## src/rtl/xfc_pkg.sv

```systemverilog
// Shared constants and helpers for the in-band flow controller.
// Assumes 8-bit bytes; control values are fixed by the protocol.
package xfc_pkg;
    localparam logic [7:0] XON_BYTE  = 8'h11;
    localparam logic [7:0] XOFF_BYTE = 8'h13;

    // True when a byte carries one of the two control values
    function automatic logic is_ctrl(input logic [7:0] b);
        return (b == XON_BYTE) || (b == XOFF_BYTE);
    endfunction
endpackage

```

## src/rtl/xfc_rx_filter.sv

```systemverilog
// Receive filter: strips control bytes from the incoming stream and keeps
// the local transmitter's pause state, including the resume timeout.
// Assumes the serial receiver follows valid/ready and holds a byte until taken.
module xfc_rx_filter
    import xfc_pkg::*;
#(
    parameter int TMO_W = 16
) (
    input  logic             clk,
    input  logic             rst_n,
    input  logic             rx_valid,
    input  logic [7:0]       rx_byte,
    output logic             rx_ready,
    output logic             urx_valid,
    output logic [7:0]       urx_data,
    input  logic             urx_ready,
    input  logic [TMO_W-1:0] resume_cycles,
    output logic             paused
);
    logic             byte_is_ctrl;
    logic             rx_take;
    logic [TMO_W-1:0] wait_cnt;

    // Classify the byte and steer it: control bytes are sunk here
    always_comb begin
        byte_is_ctrl = is_ctrl(rx_byte);
        urx_valid    = rx_valid && !byte_is_ctrl;
        urx_data     = rx_byte;
        rx_ready     = byte_is_ctrl || urx_ready;
        rx_take      = rx_valid && rx_ready;
    end

    // Pause state with timeout counter
    always_ff @(posedge clk) begin
        if (!rst_n) begin
            paused   <= 1'b0;
            wait_cnt <= '0;
        end else if (rx_take && rx_byte == XOFF_BYTE) begin
            paused   <= 1'b1;
            wait_cnt <= '0;
        end else if (rx_take && rx_byte == XON_BYTE) begin
            paused   <= 1'b0;
            wait_cnt <= '0;
        end else if (paused && resume_cycles != '0) begin
            if (wait_cnt == resume_cycles - 1'b1) begin
                paused   <= 1'b0;
                wait_cnt <= '0;
            end else begin
                wait_cnt <= wait_cnt + 1'b1;
            end
        end
    end


    no_ctrl_fwd_chk: assert property (@(posedge clk) disable iff (!rst_n)
        urx_valid |-> (urx_data != XON_BYTE && urx_data != XOFF_BYTE));

    stop_sets_pause_chk: assert property (@(posedge clk) disable iff (!rst_n)
        (rx_valid && rx_ready && rx_byte == XOFF_BYTE) |=> paused);

    go_clears_pause_chk: assert property (@(posedge clk) disable iff (!rst_n)
        (rx_valid && rx_ready && rx_byte == XON_BYTE) |=> !paused);
endmodule

```

## src/rtl/xfc_fill_watch.sv

```systemverilog
// Fill watcher: applies hysteresis to the receive buffer level and raises
// requests for a stop or go byte. A go byte is requested only while a stop
// byte is outstanding. Assumes HI_MARK > LO_MARK.
module xfc_fill_watch #(
    parameter int LVL_W   = 8,
    parameter int HI_MARK = 12,
    parameter int LO_MARK = 4
) (
    input  logic             clk,
    input  logic             rst_n,
    input  logic [LVL_W-1:0] fill_level,
    input  logic             sent_off,
    input  logic             sent_on,
    output logic             pend_off,
    output logic             pend_on
);
    localparam logic [LVL_W-1:0] HI_LVL = LVL_W'(HI_MARK);
    localparam logic [LVL_W-1:0] LO_LVL = LVL_W'(LO_MARK);

    logic peer_held;    // the peer has been asked to stop
    logic off_in_air;   // a stop byte went out with no go byte since

    // Track whether a stop byte is outstanding at the peer
    always_ff @(posedge clk) begin
        if (!rst_n)        off_in_air <= 1'b0;
        else if (sent_off) off_in_air <= 1'b1;
        else if (sent_on)  off_in_air <= 1'b0;
    end

    // Hysteresis decision and pending control-byte requests
    always_ff @(posedge clk) begin
        if (!rst_n) begin
            peer_held <= 1'b0;
            pend_off  <= 1'b0;
            pend_on   <= 1'b0;
        end else begin
            if (sent_off) pend_off <= 1'b0;
            if (sent_on)  pend_on  <= 1'b0;
            if (!peer_held && fill_level >= HI_LVL) begin
                peer_held <= 1'b1;
                pend_off  <= 1'b1;
                pend_on   <= 1'b0;
            end else if (peer_held && fill_level <= LO_LVL) begin
                peer_held <= 1'b0;
                pend_off  <= 1'b0;
                if (off_in_air || sent_off) pend_on <= 1'b1;
            end
        end
    end


    go_needs_stop_chk: assert property (@(posedge clk) disable iff (!rst_n)
        pend_on |-> off_in_air);

    single_request_chk: assert property (@(posedge clk) disable iff (!rst_n)
        !(pend_on && pend_off));
endmodule

```

## src/rtl/xfc_tx_merge.sv

```systemverilog
// Transmit merger: a one-byte output register fed by pending control bytes
// first and by user bytes second. User bytes are held back while paused,
// and user bytes equal to a control value are dropped and flagged.
// Assumes the serial transmitter follows valid/ready.
module xfc_tx_merge
    import xfc_pkg::*;
(
    input  logic       clk,
    input  logic       rst_n,
    input  logic       paused,
    input  logic       pend_off,
    input  logic       pend_on,
    input  logic       utx_valid,
    input  logic [7:0] utx_data,
    output logic       utx_ready,
    output logic       txo_valid,
    output logic [7:0] txo_data,
    input  logic       txo_ready,
    output logic       sent_off,
    output logic       sent_on,
    output logic       ctrl_err
);
    logic slot_free;
    logic user_take;
    logic user_bad;

    // Slot arbitration: control requests outrank user data
    always_comb begin
        slot_free = !txo_valid || txo_ready;
        sent_off  = slot_free && pend_off;
        sent_on   = slot_free && pend_on && !pend_off;
        utx_ready = slot_free && !pend_off && !pend_on && !paused;
        user_take = utx_valid && utx_ready;
        user_bad  = user_take && is_ctrl(utx_data);
    end

    // Output register load and error pulse
    always_ff @(posedge clk) begin
        if (!rst_n) begin
            txo_valid <= 1'b0;
            txo_data  <= '0;
            ctrl_err  <= 1'b0;
        end else begin
            ctrl_err <= user_bad;
            if (slot_free) begin
                if (sent_off) begin
                    txo_valid <= 1'b1;
                    txo_data  <= XOFF_BYTE;
                end else if (sent_on) begin
                    txo_valid <= 1'b1;
                    txo_data  <= XON_BYTE;
                end else if (user_take && !user_bad) begin
                    txo_valid <= 1'b1;
                    txo_data  <= utx_data;
                end else begin
                    txo_valid <= 1'b0;
                end
            end
        end
    end


    hold_stable_chk: assert property (@(posedge clk) disable iff (!rst_n)
        (txo_valid && !txo_ready) |=> (txo_valid && $stable(txo_data)));

    err_after_take_chk: assert property (@(posedge clk) disable iff (!rst_n)
        ctrl_err |-> $past(utx_valid && utx_ready));

    idle_when_paused_chk: assert property (@(posedge clk) disable iff (!rst_n)
        (paused && slot_free && !pend_off && !pend_on) |=> !txo_valid);
endmodule

```

## src/rtl/xonxoff_flow_ctrl.sv

```systemverilog
// Top of the in-band flow controller: wires the receive filter, the fill
// watcher and the transmit merger. Assumes HI_MARK > LO_MARK and that both
// marks fit in LVL_W bits.
module xonxoff_flow_ctrl #(
    parameter int LVL_W   = 8,
    parameter int HI_MARK = 12,
    parameter int LO_MARK = 4,
    parameter int TMO_W   = 16
) (
    input  logic             clk,
    input  logic             rst_n,
    input  logic             rx_valid,
    input  logic [7:0]       rx_byte,
    output logic             rx_ready,
    output logic             urx_valid,
    output logic [7:0]       urx_data,
    input  logic             urx_ready,
    input  logic             utx_valid,
    input  logic [7:0]       utx_data,
    output logic             utx_ready,
    output logic             txo_valid,
    output logic [7:0]       txo_data,
    input  logic             txo_ready,
    input  logic [LVL_W-1:0] fill_level,
    input  logic [TMO_W-1:0] resume_cycles,
    output logic             tx_paused,
    output logic             ctrl_err
);
    logic pend_off, pend_on, sent_off, sent_on;

    xfc_rx_filter #(.TMO_W(TMO_W)) u_rx (
        .clk(clk), .rst_n(rst_n),
        .rx_valid(rx_valid), .rx_byte(rx_byte), .rx_ready(rx_ready),
        .urx_valid(urx_valid), .urx_data(urx_data), .urx_ready(urx_ready),
        .resume_cycles(resume_cycles), .paused(tx_paused)
    );

    xfc_fill_watch #(.LVL_W(LVL_W), .HI_MARK(HI_MARK), .LO_MARK(LO_MARK)) u_fill (
        .clk(clk), .rst_n(rst_n), .fill_level(fill_level),
        .sent_off(sent_off), .sent_on(sent_on),
        .pend_off(pend_off), .pend_on(pend_on)
    );

    xfc_tx_merge u_tx (
        .clk(clk), .rst_n(rst_n), .paused(tx_paused),
        .pend_off(pend_off), .pend_on(pend_on),
        .utx_valid(utx_valid), .utx_data(utx_data), .utx_ready(utx_ready),
        .txo_valid(txo_valid), .txo_data(txo_data), .txo_ready(txo_ready),
        .sent_off(sent_off), .sent_on(sent_on), .ctrl_err(ctrl_err)
    );


    reset_idle_chk: assert property (@(posedge clk)
        $past(!rst_n) |-> (!tx_paused && !txo_valid));
endmodule

```

## config.mk

```make
export PLATFORM = sky130hd
export DESIGN_NAME = xonxoff_flow_ctrl
export DESIGN_NICKNAME = d
export VERILOG_FILES = /design/src/rtl/xfc_pkg.sv /design/src/rtl/xfc_rx_filter.sv /design/src/rtl/xfc_fill_watch.sv /design/src/rtl/xfc_tx_merge.sv /design/src/rtl/xonxoff_flow_ctrl.sv
export SDC_FILE = /design/constraint.sdc
export NUM_CORES = 1
export LEC_CHECK = 0
export ABC_AREA = 1
export BUFFER_PORTS_ARGS = -buffer_cell sky130_fd_sc_hd__buf_4
export CAP_MARGIN = 20
export CORE_MARGIN = 8
export CORE_UTILIZATION = 47
export DETAILED_ROUTE_END_ITERATION = 16
export PLACE_DENSITY_LB_ADDON = 0.08
export SLEW_MARGIN = 40
export SYNTH_ARGS = -nofsm -noshare
export SYNTH_HDL_FRONTEND = slang
export SYNTH_SLANG_ARGS = --single-unit
```

## constraint.sdc

```tcl
create_clock -name clk -period 1.84 [get_ports clk]
set_input_delay 0.552 -clock clk [delete_from_list [all_inputs] [get_ports clk]]
set_output_delay 0.552 -clock clk [all_outputs]
set_load 0.02 [all_outputs]
```

# After elaboration in Yosys (flattened, before gate mapping)
# Index checks and enable logic that the tools add are counted.
[classes] mux=21 n_reduce_logical=39 magnitude_cmp=2 div_mod_pow=0 eq_ne=5 shift=0 mul=0 bitwise=1 add_sub_neg=2
[ops] cell="$eq 8x5->1 const B" n=4
[ops] cell="$mux 8" n=3
[ops] cell="$mux 1" n=17
[ops] cell="$add 16x1->16 const B" n=1
[ops] cell="$eq 16x16->1" n=1
[ops] cell="$logic_and 1x1->1" n=16
[ops] cell="$mux 16" n=1
[ops] cell="$reduce_bool 16->1" n=1
[ops] cell="$sub 16x1->16 const B" n=1
[ops] cell="$reduce_bool 3->1" n=4
[ops] cell="$ge 8x4->1 const B" n=1
[ops] cell="$le 8x3->1 const B" n=1
[ops] cell="$logic_not 1->1" n=7
[ops] cell="$logic_or 1x1->1" n=5
[ops] cell="$reduce_and 2->1" n=2
[ops] cell="$reduce_bool 2->1" n=2
[ops] cell="$reduce_or 3->1" n=1
[ops] cell="$reduce_or 2->1" n=1
[ops] cell="$not 1->1" n=1
[word_totals] mem_count=0 latch_bits=0 register_bits=31 mem_bits_ro=0 mem_bits_rw=0

# Longest topological paths before layout
[logic_depth] ltp_word=12 mapped_depth=16 depth_no_buf=15

# Modules after synthesis
# From an unflattened synthesis, not the netlist that was laid out.
[hier_totals] hier_cells=429 area_unflattened_um2=2651.3
[modules_own_cells] mod="xfc_rx_filter" seq_area_each_um2=340.3 n_inst=1 cells_each=309 area_per_inst_um2=1814.2
[modules_own_cells] mod="xfc_tx_merge" seq_area_each_um2=200.2 n_inst=1 cells_each=86 area_per_inst_um2=619.3
[modules_own_cells] mod="xfc_fill_watch" seq_area_each_um2=80.1 n_inst=1 cells_each=34 area_per_inst_um2=217.7

# Least setup slack after synthesis
# No wires, ideal clock.
[synth_timing] path_type="input to register" startpoint="input port txo_ready" endpoint="register u_tx.txo_data[4]" required_time_ps=1766 cell_stages=9 arrival_time_ps=1951 slack_ps=-185 setup_time_ps=74 path_cell_list="or2_4 -> nand2_1 -> nor3_1 -> and2_1 -> nand2_1 -> nand2_1 -> buf_4 -> o21ai_0 -> a31oi_1"
[synth_via] elab_chain_len=10
[synth_lines] item="start, declared" line="xonxoff_flow_ctrl.sv:23" rtl="input logic txo_ready,"
[synth_lines] item="$logic_or 1x1->1 (*)" line="xfc_tx_merge.sv:29" rtl="slot_free = !txo_valid || txo_ready;"
[synth_lines] item="$logic_and 1x1->1 (*) (3 in a row)" line="xfc_tx_merge.sv:32" rtl="utx_ready = slot_free && !pend_off && !pend_on && !paused;"
[synth_lines] item="via utx_ready" line="xonxoff_flow_ctrl.sv:20" rtl="output logic utx_ready,"
[synth_lines] item="$logic_and 1x1->1 (*)" line="xfc_tx_merge.sv:33" rtl="user_take = utx_valid && utx_ready;"
[synth_lines] item="$logic_and 1x1->1" line="xfc_tx_merge.sv:34" rtl="user_bad = user_take && is_ctrl(utx_data);"
[synth_lines] item="$logic_not 1->1" line="xfc_tx_merge.sv:52" rtl="end else if (user_take && !user_bad) begin"
[synth_lines] item="$logic_and 1x1->1 (*)" line="xfc_tx_merge.sv:52"
[synth_lines] item="$reduce_bool 3->1 (no source line) (*)"
[synth_lines] item="$reduce_and 2->1 (no source line) (*)"
[synth_lines] item="end signal, assigned" line="xfc_tx_merge.sv:54" rtl="txo_data <= utx_data;"
[synth_lines] item="end, declared" line="xfc_tx_merge.sv:17" rtl="output logic [7:0] txo_data,"
# Mark *: on every way through the listed nets, which the timed path passes. The rest lies on a longest branch.
# A chain may end at the register's enable or synchronous reset.

# Final worst setup path
[layout_timing] startpoint="input port rx_byte[7]" endpoint="output port urx_valid"
[layout_via] elab_chain_len=4
[layout_lines] item="start, declared" line="xonxoff_flow_ctrl.sv:13" rtl="input logic [7:0] rx_byte,"
[layout_lines] item="$eq 8x5->1" line="xfc_pkg.sv:9" rtl="return (b == XON_BYTE) || (b == XOFF_BYTE);"
[layout_lines] item="$logic_or 1x1->1 (*)" line="xfc_pkg.sv:9"
[layout_lines] item="$logic_not 1->1 (*)" line="xfc_rx_filter.sv:27" rtl="urx_valid = rx_valid && !byte_is_ctrl;"
[layout_lines] item="$logic_and 1x1->1 (*)" line="xfc_rx_filter.sv:27"
[layout_lines] item="end, declared" line="xonxoff_flow_ctrl.sv:15" rtl="output logic urx_valid,"
# Every way passes the cells marked *; elsewhere a longest branch is shown, timed or not.

==> impl_metrics.ini <==
[global_route]
first_global_vias = 2376
overflow = 0
grt_usage_pct = 16.3
grt_max_degree = 15
grt_antenna_before_repair = 0
grt_pass1_wl_um = 9860

[die]
die_w_um = 84.4
core-area_um2 = 4630
io-pin-count = 68
start_util_pct = 47.5
fp-row-count = 25
fp.dieH_um = 84.4
dieArea_um2 = 7130

[cells_and_area]
syn_to_final_growth_pct = 45.2
fillers = 425
nets = 481
n_antenna_cell = 0
utilization_pct = 69.0
drive_gt1_share_pct = 35.7

[synthesis]
yosys-top-cells-area = dfxtp_1 (28%), nand2_1 (14%), inv_1 (7.8%), nor2_1 (7.7%), nand3_1 (5.7%)
avgSynthCellArea_um2 = 6.36
synthesis.area_um2 = 2200
synth_warnings = 0
yosys.area.top_type = dfxtp_1
ys_async_sr_fraction_pct = 0
synth-edff-count = 0
synth_seq_area_share_pct = 28.2
synthCells = 346
ys_ff_latch = 31
yosysTopAreaCellShare_pct = 28.2
syn-num-nets = 394
synth_ff_type = dfxtp_1
synth_cell_types = 33

[status]
status = finished with violations
violations = negative setup slack

[clock_network]
cts_max_level = 2
cts_sinks = 31
ctsLongestPathBuffers = 2
clock_latency_ps = 280
cts_tree = yes
path_clk_slew_ps = 60
cts_made_buffers = 5
cts-root-buf = clkbuf_8

[hold_path]
hold_depth = 2
hold_path_class = reg -> reg

[placed_design]
gp_congestion = 0.832
pre_cts_slack_ps = -330
io_buffers = 67
dp_hpwl_um = 4700

[worst_setup_path]
crit_buf_inv = 3
cpMostUsedCell = buf_6
reg2reg_depth = 8
required_ps = 1290
endpoint_kind = primary output
cp_num_cells = 7
max_stage_delay_ps = 180
cpMaxStageDelayCell = nor4_4
crit_arrival_ps = 1350
crit_chain = buf_6 > nor2_4 > nand3b_1 > nor4_4 > buf_4 > nor2_2 > buf_6
reg2reg_slack_ps = 210
cp_top_family = simple AND/OR/NAND/NOR gates
critPathKind = in -> out
critPathMaxFanout = 2
critPathLaunchType = input port

[sta]
drv_slew = 0
clock.fmax_mhz = 525
hold_viol_final = 0
rsz0062_at_grt = true
fin_ws_ps = -64.5
period_share_pct = 104
post-route-min-period_ps = 1900
skew_ps = 4.36
worst_slew_pin_slew_ps = 390
setup_viol = 2
slew_headroom_pct = 73.8

[routing]
drc = 0
ant_nets = 0
wl_per_cell_um = 12.5
wl_um = 6100
firstDrtPassIters = 4
drtIter0Drc = 79
vias_per_cell = 4.86
vias = 2374

[power_and_ir_drop]
power.total_mw = 1.76
powerDensity_nw_per_um2 = 552
ir_drop_mv = 0.408
power_leakage_nw = 1.50

[job]
cap_violations = 0
-- through the flow --
step / setup TNS [ps] / cell area (um2) / std cells / hold slack, ps
CTS: -125 / 2980 / 485 / 471
global placement: -5010 / 2860 / 477 / 451
floorplan: 0 / 2220 / 346 / 441
global route: -756 / 3190 / 488 / 484
detailed placement: -5440 / 2860 / 477 / 462
finish: -86.2 / 3190 / 488 / 466
-- routing by layer --
| layer | global-route usage, % | up-vias | share of wire (%) | wire [um] |
|---|---|---|---|---|
| met5 | 0 | - | 0 | 0 |
| met4 | 5.02 | 0 | 1.2 | 72 |
| met3 | 5.17 | 8 | 5.5 | 336 |
| met2 | 29.2 | 59 | 50 | 3050 |
| met1 | 17.9 | 1059 | 43 | 2640 |
| li1 | - | 1248 | - | - |
-- timing repair --
action,in CTS,in global routing
gates resized for setup,4,48
pin swaps,1,19
gates cloned,0,1
setup endpoints to repair,8,20
hold buffers,0,0
buffers inserted,0,2
-- registers in the layout, indices dropped and copies added (netlist names) --
signal / cells
u_rx.wait_cnt: 16
u_tx.txo_data: 8
u_fill.off_in_air: 1
u_fill.peer_held: 1
u_fill.pend_off: 1
u_fill.pend_on: 1
u_rx.paused: 1
u_tx.ctrl_err: 1
u_tx.txo_valid: 1
-- cell usage in the layout, fill, tap and decap left out, drive strengths merged --
cell type / count
or2: 2
xor2: 14
nor3b: 1
nand4: 2
a21oi: 8
o21ai: 16
dfxtp: 31
buf: 91
inv: 48
xnor2: 5
xor3: 1
clkbuf: 8
nor4: 3
nand2: 88
a21o: 1
nand3: 26
and3: 2
a31oi: 3
nor3: 13
clkinv: 1
ha: 2
nand3b: 3
and2: 1
nor2: 64
-- cell families after synthesis --
| group | synth area share, % |
|---|---|
| adders and majority gates | 1.14 |
| and+or+nand+nor | 42.5 |
| AOI/OAI and AO/OA | 6.66 |
| xor gates and xnor gates | 8.65 |
| DFF | 28.2 |
| buffers and inverters | 12.9 |
-- final timing paths --
kind	to	start
hold / removal	u_fill.peer_held	u_fill.peer_held
setup reg to reg	u_rx.wait_cnt[9]	u_rx.wait_cnt[0]
setup / recovery	urx_valid	rx_byte[7]
hold reg to reg	u_fill.peer_held	u_fill.peer_held
-- worst min-delay path: cells and delay by family, from the launching register on --
family / cells / cell delay (ps)
AND/OR/NAND/NOR: 1 / 60
AO/OA/AOI/OAI: 1 / 50
flip-flops: 1 / 310
-- report_power, final --
part / leakage, nW / switching [mW] / internal (mW)
Sequential: 0.253 / 0.0141 / 0.700
Clock: 0.0515 / 0.253 / 0.341
Combinational: 1.19 / 0.239 / 0.216
-- final cells by class --
cell class                 instances  area, um2  share of cell area, %
clock buffer                       8        100                   3.13
inverter                          49        194                   6.07
multi-input combinational        255       1490                   46.7
sequential                        31        621                   19.4
tap                               54       67.6                   2.12
timing repair buffer              91        721                   22.6
-- cells in the mapped netlist, types with 2 or more instances --
master    number
nand2_1       83
inv_1         46
nor2_1        45
dfxtp_1       31
nand3_1       25
nor2_2        18
o21ai_0       14
xor2_1        14
nor3_1        13
buf_4         10
a21oi_1        8
xnor2_1        5
a31oi_1        3
nand3b_1       3
nor4_1         3
and3_1         2
ha_1           2
inv_2          2
nand2_2        2
nand2_4        2
nand4_1        2
o21ai_1        2
Note: power is estimated with default switching activity, not from simulation.
